===== src/rtl/disp_reg_pkg.sv =====
package disp_reg_pkg;

    parameter int BYTE_W = 8;
    parameter int NUM_W  = BYTE_W - 1;
    parameter int DEFER_CNT = 2;

    localparam int REG_NAME = 2;

    localparam int BLANK_BIT = 6;
    localparam int M0_LO = 1;
    localparam int M0_HI = 3;
    localparam int M1_LO = 3;
    localparam int M1_HI = 4;
    localparam int M0_W = M0_HI - M0_LO + 1;
    localparam int M1_W = M1_HI - M1_LO + 1;
    localparam int MODE_W = M0_W + M1_W;

    typedef enum logic [0:0] {
        PORT_WAIT_DATA = 1'b0,
        PORT_WAIT_NUM  = 1'b1
    } port_state_t;

    typedef enum logic [0:0] {
        SLOT_ON_TIME = 1'b0,
        SLOT_LATE    = 1'b1
    } slot_state_t;

    typedef struct packed {
        logic              vld;
        logic [NUM_W-1:0]  num;
        logic [BYTE_W-1:0] data;
    } commit_t;

endpackage


===== src/rtl/disp_port_decoder.sv =====
module disp_port_decoder
    import disp_reg_pkg::*;
(
    input  logic              clk,
    input  logic              rst_n,
    input  logic              wr_en,
    input  logic [BYTE_W-1:0] wr_data,
    output commit_t           commit,
    output port_state_t       state_o
);

    port_state_t       state_q, state_d;
    logic [BYTE_W-1:0] held_q, held_d;

    // state register
    always_ff @(posedge clk or negedge rst_n) begin
        if (!rst_n) begin
            state_q <= PORT_WAIT_DATA;
            held_q  <= '0;
        end else begin
            state_q <= state_d;
            held_q  <= held_d;
        end
    end

    // next state and outputs
    always_comb begin
        state_d     = state_q;
        held_d      = held_q;
        commit.vld  = 1'b0;
        commit.num  = wr_data[NUM_W-1:0];
        commit.data = held_q;
        if (wr_en) begin
            unique case (state_q)
                PORT_WAIT_DATA: begin
                    held_d  = wr_data;          // take data
                    state_d = PORT_WAIT_NUM;
                end
                PORT_WAIT_NUM: begin
                    state_d = PORT_WAIT_DATA;
                    if (wr_data[BYTE_W-1]) begin
                        commit.vld = 1'b1;      // commit
                    end                         // else abandon
                end
                default: state_d = PORT_WAIT_DATA;
            endcase
        end
    end

    assign state_o = state_q;

endmodule


===== src/rtl/disp_defer_slot.sv =====
module disp_defer_slot
    import disp_reg_pkg::*;
#(
    parameter int W = BYTE_W
) (
    input  logic         clk,
    input  logic         rst_n,
    input  logic         wr_hit,
    input  logic [W-1:0] wr_data,
    input  logic         hblank,
    input  logic         line_end,
    output logic [W-1:0] active,
    output logic         late_o
);

    slot_state_t  st_q, st_d;
    logic [W-1:0] near_q, near_d;
    logic [W-1:0] park_q, park_d;
    logic [W-1:0] act_q, act_d;

    always_ff @(posedge clk or negedge rst_n) begin
        if (!rst_n) begin
            st_q   <= SLOT_ON_TIME;
            near_q <= '0;
            park_q <= '0;
            act_q  <= '0;
        end else begin
            st_q   <= st_d;
            near_q <= near_d;
            park_q <= park_d;
            act_q  <= act_d;
        end
    end

    always_comb begin
        st_d   = st_q;
        near_d = near_q;
        park_d = park_q;
        act_d  = act_q;
        if (line_end) begin
            act_d = near_q;
            unique case (st_q)
                SLOT_LATE: begin
                    near_d = park_q;            // promote
                    st_d   = SLOT_ON_TIME;
                end
                SLOT_ON_TIME: ;
                default: st_d = SLOT_ON_TIME;
            endcase
        end
        if (wr_hit) begin
            if (hblank && !line_end) begin
                park_d = wr_data;               // park
                st_d   = SLOT_LATE;
            end else begin
                near_d = wr_data;               // supersede / on time
                st_d   = SLOT_ON_TIME;
            end
        end
    end

    assign active = act_q;
    assign late_o = (st_q == SLOT_LATE);

endmodule


===== src/rtl/disp_reg_latch.sv =====
module disp_reg_latch
    import disp_reg_pkg::*;
(
    input  logic              clk,
    input  logic              rst_n,
    input  logic              wr_en,
    input  logic [BYTE_W-1:0] wr_data,
    input  logic              hblank,
    input  logic              line_end,
    output logic [MODE_W-1:0] mode_act,
    output logic              disp_en,
    output logic [BYTE_W-1:0] name_base
);

    commit_t           commit;
    port_state_t       port_state;
    logic [DEFER_CNT-1:0] slot_late;
    logic [BYTE_W-1:0] act_reg [DEFER_CNT];
    logic [BYTE_W-1:0] base_q;

    disp_port_decoder u_port (
        .clk     (clk),
        .rst_n   (rst_n),
        .wr_en   (wr_en),
        .wr_data (wr_data),
        .commit  (commit),
        .state_o (port_state)
    );

    for (genvar g = 0; g < DEFER_CNT; g++) begin : gen_slot
        logic hit;
        assign hit = commit.vld && (commit.num == NUM_W'(g));
        disp_defer_slot #(.W(BYTE_W)) u_slot (
            .clk      (clk),
            .rst_n    (rst_n),
            .wr_hit   (hit),
            .wr_data  (commit.data),
            .hblank   (hblank),
            .line_end (line_end),
            .active   (act_reg[g]),
            .late_o   (slot_late[g])
        );
    end

    always_ff @(posedge clk or negedge rst_n) begin
        if (!rst_n) begin
            base_q <= '0;
        end else if (commit.vld && commit.num == NUM_W'(REG_NAME)) begin
            base_q <= commit.data;
        end
    end

    always_comb begin
        mode_act  = {act_reg[0][M0_HI:M0_LO], act_reg[1][M1_HI:M1_LO]};
        disp_en   = act_reg[1][BLANK_BIT];
        name_base = base_q;
    end

endmodule


===== config.mk =====
export PLATFORM = sky130hd
export DESIGN_NAME = disp_reg_latch
export DESIGN_NICKNAME = d
export VERILOG_FILES = /design/src/rtl/disp_reg_pkg.sv /design/src/rtl/disp_port_decoder.sv /design/src/rtl/disp_defer_slot.sv /design/src/rtl/disp_reg_latch.sv
export SDC_FILE = /design/constraint.sdc
export NUM_CORES = 1
export LEC_CHECK = 0
export BUFFER_PORTS_ARGS = -buffer_cell sky130_fd_sc_hd__clkbuf_2
export CAP_MARGIN = 20
export CORE_MARGIN = 8
export CORE_UTILIZATION = 35
export CTS_BUF_LIST = sky130_fd_sc_hd__clkbuf_16
export DETAILED_ROUTE_END_ITERATION = 10
export PLACE_DENSITY_LB_ADDON = 0.2
export SLEW_MARGIN = 20
export SYNTH_ARGS = -nofsm -noshare
export SYNTH_HDL_FRONTEND = slang
export SYNTH_SLANG_ARGS = --single-unit

===== constraint.sdc =====
create_clock -name clk -period 2.1 [get_ports clk]
set_clock_uncertainty 0.15 [all_clocks]
set_input_delay 0.21 -clock clk [delete_from_list [all_inputs] [get_ports clk]]
set_output_delay 0.21 -clock clk [all_outputs]
set_load 0.02 [all_outputs]

After elaboration in Yosys (flattened, before gate mapping)
Index checks and enable logic that the tools add are counted.
{"block": "op_classes", "add_sub_neg": 0, "multipliers": 0, "div": 0, "order_cmp": 0, "eq_ne": 2, "n_shift": 0, "mux": 16, "n_bitwise": 1, "reduce_logical": 11}
{"operator": "8-bit 2-to-1 mux", "n": 8}
{"operator": "7-bit by 1-bit equality test with 1-bit output, second input constant", "n": 1}
{"operator": "7-bit by 2-bit equality test with 1-bit output, second input constant", "n": 1}
{"operator": "7-bit logical NOT", "n": 1}
{"operator": "1-bit 2-to-1 mux", "n": 7}
{"operator": "2-bit AND reduction", "n": 3}
{"operator": "1-bit logical AND", "n": 4}
{"operator": "2-bit nonzero test", "n": 2}
{"operator": "1-bit one-hot mux with 2 select lines", "n": 1}
{"operator": "1-bit logical NOT", "n": 1}
{"operator": "1-bit inverter", "n": 1}
{"block": "totals", "register_bits": 62, "latchBits": 0, "ramBits": 0, "rom_bits": 0, "in_bits": 13, "output_inout_bits": 14, "wordCells": 41, "mem_count": 0}

Logic depth before layout (Yosys ltp)
Gate-level depths: netlist of the first run.
{"block": "logic_depth", "depth_word": 5, "mapped_depth": 4, "mapped_depth_nobuf": 3}

Modules after synthesis
Synthesis of the first run repeated with hierarchy kept, for this count alone.
{"block": "hier_totals", "cells_unflattened": 200, "area_unflattened_um2": 2891.5}
{"module": "disp_defer_slot", "n_inst": 2, "cells_per_inst": 75, "area_per_inst_um2": 1047.3}
{"module": "disp_port_decoder", "n_inst": 1, "cells_per_inst": 28, "area_per_inst_um2": 439.2}
{"module": "disp_reg_latch", "n_inst": 1, "cells_per_inst": 22, "area_per_inst_um2": 357.8}

Least setup slack after synthesis of the first run
Ideal clock, no wire load.
{"block": "synth_timing", "path_type": "input to register", "from": "in wr_data[3]", "to": "reg gen_slot[0].u_slot.park_q[1]", "setup_ns": 0.125, "t_arrival_ns": 1.604, "required_ns": 1.825, "setup_slack_ns": 0.221, "stages": 3, "cell_sequence": "or4_4 -> or4b_4 -> mux2_4"}
{"block": "synth_between", "elab_chain_cells": 3}
{"element": "start: declaration", "line_no": "disp_reg_latch.sv:7", "source": "input logic [BYTE_W-1:0] wr_data,"}
{"element": "7-bit logical NOT", "line_no": "disp_reg_latch.sv:32", "source": "assign hit = commit.vld && (commit.num == NUM_W'(g));"}
{"element": "1-bit logical AND", "line_no": "disp_reg_latch.sv:32"}
{"element": "2-bit AND reduction (no source line)"}
{"element": "end signal: assignment", "line_no": "disp_defer_slot.sv:30", "source": "park_q <= park_d;"}
{"element": "end: declaration", "line_no": "disp_defer_slot.sv:18", "source": "logic [W-1:0] park_q, park_d;"}
No other way between the ends.
A chain may end at the register's enable or synchronous reset.

Worst setup path in the final report of the first run
{"block": "layout_timing", "from": "in wr_en", "to": "reg gen_slot[0].u_slot.park_q[3]"}
{"block": "layout_between", "elab_chain_cells": 3}
{"element": "start: declaration", "line_no": "disp_reg_latch.sv:6", "source": "input logic wr_en,"}
{"element": "1-bit 2-to-1 mux", "line_no": "disp_port_decoder.sv:33", "source": "if (wr_en) begin"}
{"element": "1-bit logical AND", "line_no": "disp_reg_latch.sv:32"}
{"element": "2-bit AND reduction (no source line)"}
No other way between the ends.

==> impl_metrics.ini, run 1 <==
[run_status]
status = complete, no violations

[clock_network]
clk_pin_slew_ns = 0.06
cts_tree = built
htree_levels = 2
clkLatencyLatePin_ns = 0.28
cts_resized = 0
cts_hold_buf = 2
cts_made_buffers = 5
cts-root-buf = clkbuf_16
post-cts-setup-buffers = 0
cts_max_path_buffers = 2
numClockSinks = 37

[yosys]
synth_seq_cells = 37
syn_inst = 102
synth.largest_area_cell = dfrtp_1
yosysTopAreaCellShare_pct = 59.4
synth.area.top_cells = dfrtp_1 (59%), mux2_2 (27%), mux2_4 (2.9%)
ys_warn_count = 0
synthDistinctLibCells = 20
yosysSeqAreaShare_pct = 59.4
netlist_area_um2 = 1560
syn_nets = 115
synth_area_per_cell_um2 = 15.3

[worst_setup_path]
ff2ff_setup_slack_ns = 0.36
setup.worst_path.start_class = input port
critPathRequiredTime_ns = 2.11
timing.rr.start = u_port.state_o
timing.rr.end = gen_slot[0].u_slot.park_q[3]
r2r_cells = 3
cp_data_arrival_time_ns = 1.96
crit_fanout = 4
endpoint_kind = flop
path_class = input port to flop

[finish]
n_fill_cell = 423
area_growth_pct = 28.2
drive_gt1_share_pct = 59.6
final_area_um2 = 2000
num_antenna_cells = 0
finalNonFillerCells = 193
multi_input_area_um2 = 614
nets = 153
seqCellArea_um2 = 926

[floorplan]
core_area_um2 = 4320
io_pins = 27
die_area_um2 = 6850
initial_core_util_pct = 36.1
dieWidth_um = 82.7
rows = 24
die_h_um = 82.7

[routing]
firstDrtPassIters = 2
totalWireLength_um = 3010
drt_iter0_drc = 36
drc_errors = 0
num_vias = 954
final_antenna_net_count = 0
wire_per_inst_um = 15.6
vias_per_cell = 4.94

[timing]
tns_ns = 0
drv_slew = 0
rsz0062_at_grt = false
hold_viol = 0
fin_crit_ns = 1.95
slew_headroom_pct = 65.5
worstMarginPinSlew_ns = 0.518
max_freq_mhz = 513
finalCritPeriodShare_pct = 92.8
hold_ws_ns = 0.0563
setup-violations-final = 0

[pwr]
p_total_w = 0.00211
powerDensity_nw_per_um2 = 1060
vdd_drop_max_mv = 0.613
p_leak_nw = 1.02

[hold_path]
hold_path_end = u_port.held_q[5]
holdCritPathClass = input port to flop
hp-start = wr_data[5]
hold_depth = 2

[global_route]
track_usage_pct = 10.1
antenna_found_initial = 0
grt_max_degree = 22
grt_pass1_wl_um = 5180
grt_overflow = 0
grt_pass1_vias = 1082

[placed_design]
placed_cells = 183
gp_congestion = 0.701
hpwl_um = 2340
detailed_place.area_um2 = 1790
io_buffers = 26

[job]
max_cap_violations = 0
flip-flops by register name, summed over array words and instances, names as in the netlist:
register,count
u_port.state_o,1
gen_slot.u_slot.active,6
gen_slot.u_slot.near_q,6
gen_slot.u_slot.late_o,2
gen_slot.u_slot.park_q,6
name_base,8
u_port.held_q,8
metal layers:
layer  vias up  wire length [um]  GRT usage, %
met5         -                 0             0
met4         0                45          4.14
met1       479              1380          12.0
met2        23              1380          15.6
met3         4               200          4.44
li1        448                 -             -
cells in the mapped netlist:
master     n
nor2b_1    1
nand4b_1   2
a31o_2     1
dfrtp_1   37
nor4_1     1
and4b_1    1
clkbuf_1   3
mux2_4     3
nor2_1     1
nand3_1    1
or4_4      1
mux2_2    37
a311o_1    1
nand2_1    3
nand2b_1   2
or4b_4     1
nand4_1    2
xor2_1     1
inv_1      2
nor4b_2    1
placed cells by master, fill, tap and decap left out:
cell            n
clkbuf_16       5
or4_4           1
nand2_1         3
a31o_2          1
dfrtp_1        37
xor2_1          1
nor2b_1         1
nand2b_1        2
nor2_1          1
clkinv_2        1
nand3_1         1
nor4_1          1
or4b_4          1
dlygate4sd3_1   2
nand4b_1        2
nand4_1         2
inv_1           2
buf_4           6
mux2_2         37
and4b_1         1
clkbuf_2       26
nor4b_2         1
a311o_1         1
mux2_4          3
bufinv_16       2
per-stage QoR:
step / setup slack, ns / util (%)
global placement: 0.0980 / 41.3
floorplan: 0.221 / -
global route: 0.101 / 46.2
finish: 0.152 / 46.2
detailed placement: 0.0693 / 41.3
CTS: 0.158 / 46.2
how the worst max path moves through the flow:
stage,startpoint,end,depth (start not counted)
3_3_place_gp,wr_data[3],gen_slot[0].u_slot.park_q[3],4
6_report,wr_en,gen_slot[0].u_slot.park_q[3],5
2_1_floorplan,wr_data[3],gen_slot[0].u_slot.park_q[1],3
5_1_grt,wr_en,name_base[5],6
3_5_place_dp,wr_data[3],gen_slot[0].u_slot.park_q[3],4
4_1_cts,wr_en,gen_slot[0].u_slot.park_q[3],5
logic make-up after synthesis:
logic type                share of synthesized area [%]
muxes                                              29.6
buffers and inverters                              1.20
and+or+nand+nor                                    8.03
DFF                                                59.4
xor gates and xnor gates                          0.562
AOI/OAI and AO/OA                                  1.20
report_power, final:
| part | leakage, nW | switching, W | internal (W) |
|---|---|---|---|
| registers | 0.495 | 0.0000959 | 0.000826 |
| clock network | 0.0938 | 0.000276 | 0.000677 |
| logic | 0.429 | 0.000104 | 0.000135 |
layout make-up:
| type | instances | area share [%] |
|---|---|---|
| Tap cell | 52 | 3.26 |
| Sequential cell | 37 | 46.3 |
| Multi-Input combinational cell | 60 | 30.7 |
| Clock buffer | 5 | 6.26 |
| Clock inverter | 3 | 3.26 |
| Timing Repair Buffer | 34 | 9.77 |
| Inverter | 2 | 0.376 |
worst max-delay path, cell delays in order:
cell and delay (ns):
dlygate4sd3_1 0.53, clkbuf_2 0.14, nand4b_1 0.15, or4b_4 0.61
mux2_4 0.32
No activity file was read; power rests on OpenSTA's default activity.
==> inputs of run 2 (changes only) <==
--- a/config.mk
+++ b/config.mk
@@ -15,4 +15,5 @@
 export SLEW_MARGIN = 20
 export SYNTH_ARGS = -nofsm -noshare
 export SYNTH_HDL_FRONTEND = slang
+export SYNTH_HIERARCHICAL = 1
 export SYNTH_SLANG_ARGS = --single-unit
==> impl_metrics.ini, run 2 <==
[timing]
worstMarginPinSlew_ns = 0.507
rsz0062_at_grt = false
drv_slew = 0
finalCritPeriodShare_pct = 92.5
tns_ns = 0
fin_crit_ns = 1.94
hold_viol = 0
setup-violations-final = 0
max_freq_mhz = 515
slew_headroom_pct = 66.2

[hold_path]
holdCritPathClass = input port to flop
hp-start = wr_data[3]
hold_path_end = u_port/held_q[3]
hold_depth = 2

[yosys]
ys_warn_count = 6
syn_nets = 133
synth_area_per_cell_um2 = 14.3
netlist_area_um2 = 1720
syn_inst = 120

[floorplan]
io_pins = 27
initial_core_util_pct = 36.3
die_area_um2 = 7400
dieWidth_um = 86.0
die_h_um = 86.0
rows = 25
core_area_um2 = 4720

[global_route]
grt_pass1_vias = 1060
track_usage_pct = 8.80
grt_max_degree = 20
antenna_found_initial = 0
grt_pass1_wl_um = 5040
grt_overflow = 0

[clock_network]
cts_tree = built
numClockSinks = 37
cts_made_buffers = 5
clkLatencyLatePin_ns = 0.28
cts_resized = 0
cts-root-buf = clkbuf_16
clk_pin_slew_ns = 0.05
htree_levels = 2
cts_max_path_buffers = 2

[placed_design]
gp_congestion = 0.743
io_buffers = 26
placed_cells = 201
hpwl_um = 2180

[finish]
num_antenna_cells = 0
layout_commonest_cell = dfrtp_1
nets = 156
final_cell_mix = dfrtp_1 (37), clkbuf_2 (26), mux2_2 (20)
drive_gt1_share_pct = 51.4
area_growth_pct = 16.3
finalCoreUtilization_pct = 42.3
finalNonFillerCells = 211

[pwr]
powerDensity_nw_per_um2 = 968
vdd_drop_max_mv = 0.436
p_leak_nw = 1.04

[worst_setup_path]
r2r_cells = 7
path_class = flop to flop
timing.rr.end = gen_slot[1].u_slot/park_q[3]
ff2ff_setup_slack_ns = 0.16
cp_data_arrival_time_ns = 1.95
crit_fanout = 6
timing.rr.start = u_port/state_o
setup.worst_path.start_class = flop
endpoint_kind = flop
critPathRequiredTime_ns = 2.11

[job]
max_cap_violations = 0

[routing]
num_vias = 961
drc_errors = 0
firstDrtPassIters = 4
wire_per_inst_um = 13.9
final_antenna_net_count = 0
drt_iter0_drc = 83
vias_per_cell = 4.55
totalWireLength_um = 2940

[run_status]
status = complete, no violations
## run 2: how the worst max path moves through the flow
stage                              start                           end  slack (ns)
after floorplan           u_port/state_o  gen_slot[1].u_slot/near_q[3]        0.17
after global placement             wr_en  gen_slot[1].u_slot/park_q[6]        0.19
after detailed placement           wr_en  gen_slot[1].u_slot/park_q[3]        0.15
after CTS                 u_port/state_o  gen_slot[1].u_slot/park_q[3]        0.15
after global routing      u_port/state_o     gen_slot[0].u_slot/late_o        0.05
final                     u_port/state_o  gen_slot[1].u_slot/park_q[3]        0.16
## run 2: repair_timing
action	in CTS	in global routing
hold buffers	2	0
setup buffers	0	0
setup endpoints to repair	0	0
endpoints found under the hold margin	19	0
## run 2: critical path: stages (launching register included)
cell and delay, ns:
dfrtp_1 0.34, and3_2 0.17, nor4b_4 0.26, nand2_1 0.11, nor3b_1 0.21, buf_4 0.18, nand3b_2 0.12, mux2_2 0.29
## run 2: layout make-up
cell class              count  area (um^2)
fillers                   457         2730
flip-flops and latches     37          926
multi-input cells          67          656
repair buffers             32          193
clock buffers               5          125
well taps                  67         83.8
clock inverters             3         12.5
## run 2: per-layer routing
| metal | part of all wire (%) | track usage (%) | vias up |
|---|---|---|---|
| met5 | 0 | 0 | - |
| met1 | 47 | 10.5 | 472 |
| li1 | - | - | 456 |
| met4 | 2.7 | 5.25 | 0 |
| met2 | 44 | 13.0 | 25 |
| met3 | 6.2 | 3.53 | 8 |
## run 2: power breakdown
group	internal, W	leakage (nW)	total [W]	switching, W
sequential	0.000826	0.495	0.000920	0.0000937
clock	0.000428	0.0687	0.000694	0.000266
combinational	0.000194	0.473	0.000318	0.000124
## run 2: per-stage QoR
step                      total power, W  instance area, um^2  setup slack (ns)  hold WS [ns]
final                            0.00193                 2000             0.158        0.0282
after global routing             0.00204                 2000            0.0538        0.0428
after CTS                        0.00196                 2000             0.145        0.0231
after detailed placement         0.00125                 1840             0.155        0.0536
after global placement           0.00124                 1840             0.191        0.0496
after floorplan                  0.00116                 1720             0.171        -0.236
==> inputs of run 3 (changes only) <==
--- a/config.mk
+++ b/config.mk
@@ -5,7 +5,7 @@
 export SDC_FILE = /design/constraint.sdc
 export NUM_CORES = 1
 export LEC_CHECK = 0
-export BUFFER_PORTS_ARGS = -buffer_cell sky130_fd_sc_hd__clkbuf_2
+export BUFFER_PORTS_ARGS = -buffer_cell sky130_fd_sc_hd__buf_2
 export CAP_MARGIN = 20
 export CORE_MARGIN = 8
 export CORE_UTILIZATION = 35
==> impl_metrics.ini, run 3 (synthesis gave the netlist of run 2 again) <==
[placed_design]
io_buffers = 26
detailed_place.area_um2 = 1820
hpwl_um = 2120
gp_congestion = 0.719
dpl_worst_slack_ns = 0.142

[global_route]
grt_max_degree = 38
track_usage_pct = 9.11
grt_pass1_vias = 1033
antenna_found_initial = 0
grt_pass1_wl_um = 5120
grt_overflow = 0

[hold_path]
holdCritPathClass = input port to flop

[routing]
wire_per_inst_um = 13.9
totalWireLength_um = 2920
num_vias = 946
vias_per_cell = 4.50
drc_errors = 0
final_antenna_net_count = 0
firstDrtPassIters = 4
drt_iter0_drc = 35

[worst_setup_path]
cp_data_arrival_time_ns = 1.96
endpoint_kind = flop
path_class = flop to flop
critPathRequiredTime_ns = 2.10
setup.worst_path.start_class = flop
crit_fanout = 6

[timing]
fin_crit_ns = 1.96
worstMarginPinSlew_ns = 0.800
max_freq_mhz = 510
hold_viol = 0
finalCritPeriodShare_pct = 93.4
setup-violations-final = 0
setup_ws_ns = 0.140
rsz0062_at_grt = false
slew_headroom_pct = 46.7
drv_slew = 0
hold_ws_ns = 0.0302
tns_ns = 0

[clock_network]
cts_made_buffers = 5
cts_max_path_buffers = 2
htree_levels = 2
clkLatencyLatePin_ns = 0.27
cts-root-buf = clkbuf_16
cts_resized = 0
cts_hold_buf = 2
post-cts-setup-buffers = 0
numClockSinks = 37
cts_tree = built
clk_pin_slew_ns = 0.05

[job]
max_cap_violations = 0

[pwr]
powerDensity_nw_per_um2 = 970
p_total_w = 0.00191
p_leak_nw = 1.05
vdd_drop_max_mv = 0.444

[floorplan]
core_area_um2 = 4720
rows = 25
io_pins = 27
initial_core_util_pct = 36.3
dieWidth_um = 86.0
die_area_um2 = 7400
die_h_um = 86.0

[finish]
num_antenna_cells = 0
final_cell_mix = dfrtp_1 (37), buf_2 (26), mux2_2 (20)
drive_gt1_share_pct = 50.3
nets = 155
layout_commonest_cell = dfrtp_1
final_area_um2 = 1970
area_growth_pct = 15.1

[run_status]
status = complete, no violations
## run 3: stage by stage
stage          utilization, %  cells
3_5_place_dp             38.5    200
6_report                 41.8    210
5_1_grt                  41.8    210
2_1_floorplan               -    120
4_1_cts                  41.8    210
3_3_place_gp             38.5    200
## run 3: final timing paths
| kind | slack, ns | cells past startpoint | to | start |
|---|---|---|---|---|
| setup reg to reg | 0.14 | 7 | gen_slot[1].u_slot/park_q[3] | u_port/state_o |
| setup / recovery | 0.14 | 7 | gen_slot[1].u_slot/park_q[3] | u_port/state_o |
| min in group asynchronous | 0.42 | 2 | gen_slot[0].u_slot/active[2] | rst_n |
| hold reg to reg | 0.35 | 1 | name_base[6] | name_base[6] |
| hold / removal | 0.03 | 2 | u_port/held_q[3] | wr_data[3] |
| max in group asynchronous | 0.88 | 2 | gen_slot[1].u_slot/park_q[6] | rst_n |
## run 3: critical path: stages (launching register included)
cell and delay, ns:
dfrtp_1 0.33, and3_2 0.17, nor4b_4 0.26, nand2_1 0.11
nor3b_1 0.23, buf_4 0.18, nand3b_2 0.11, mux2_2 0.29
## run 3: per-layer routing
layer  vias to the layer above  wire [um]  track usage (%)
li1                        457          -                -
met1                       461       1330             10.4
met2                        23       1310             13.9
met3                         5        218             4.49
met4                         0         55             4.30
met5                         -          0                0
## run 3: final cells by class
cell class              count  area [um^2]
well taps                  67         83.8
multi-input cells          67          656
fillers                   458         2750
repair buffers             31          173
flip-flops and latches     37          926
clock inverters             3         11.3
clock buffers               5          125
## run 3: power by group
part	switching (W)	total [W]	internal, W
Clock	0.000257	0.000683	0.000426
Sequential	0.0000920	0.000918	0.000826
Combinational	0.000123	0.000314	0.000191
Total	0.000472	0.00191	0.00144
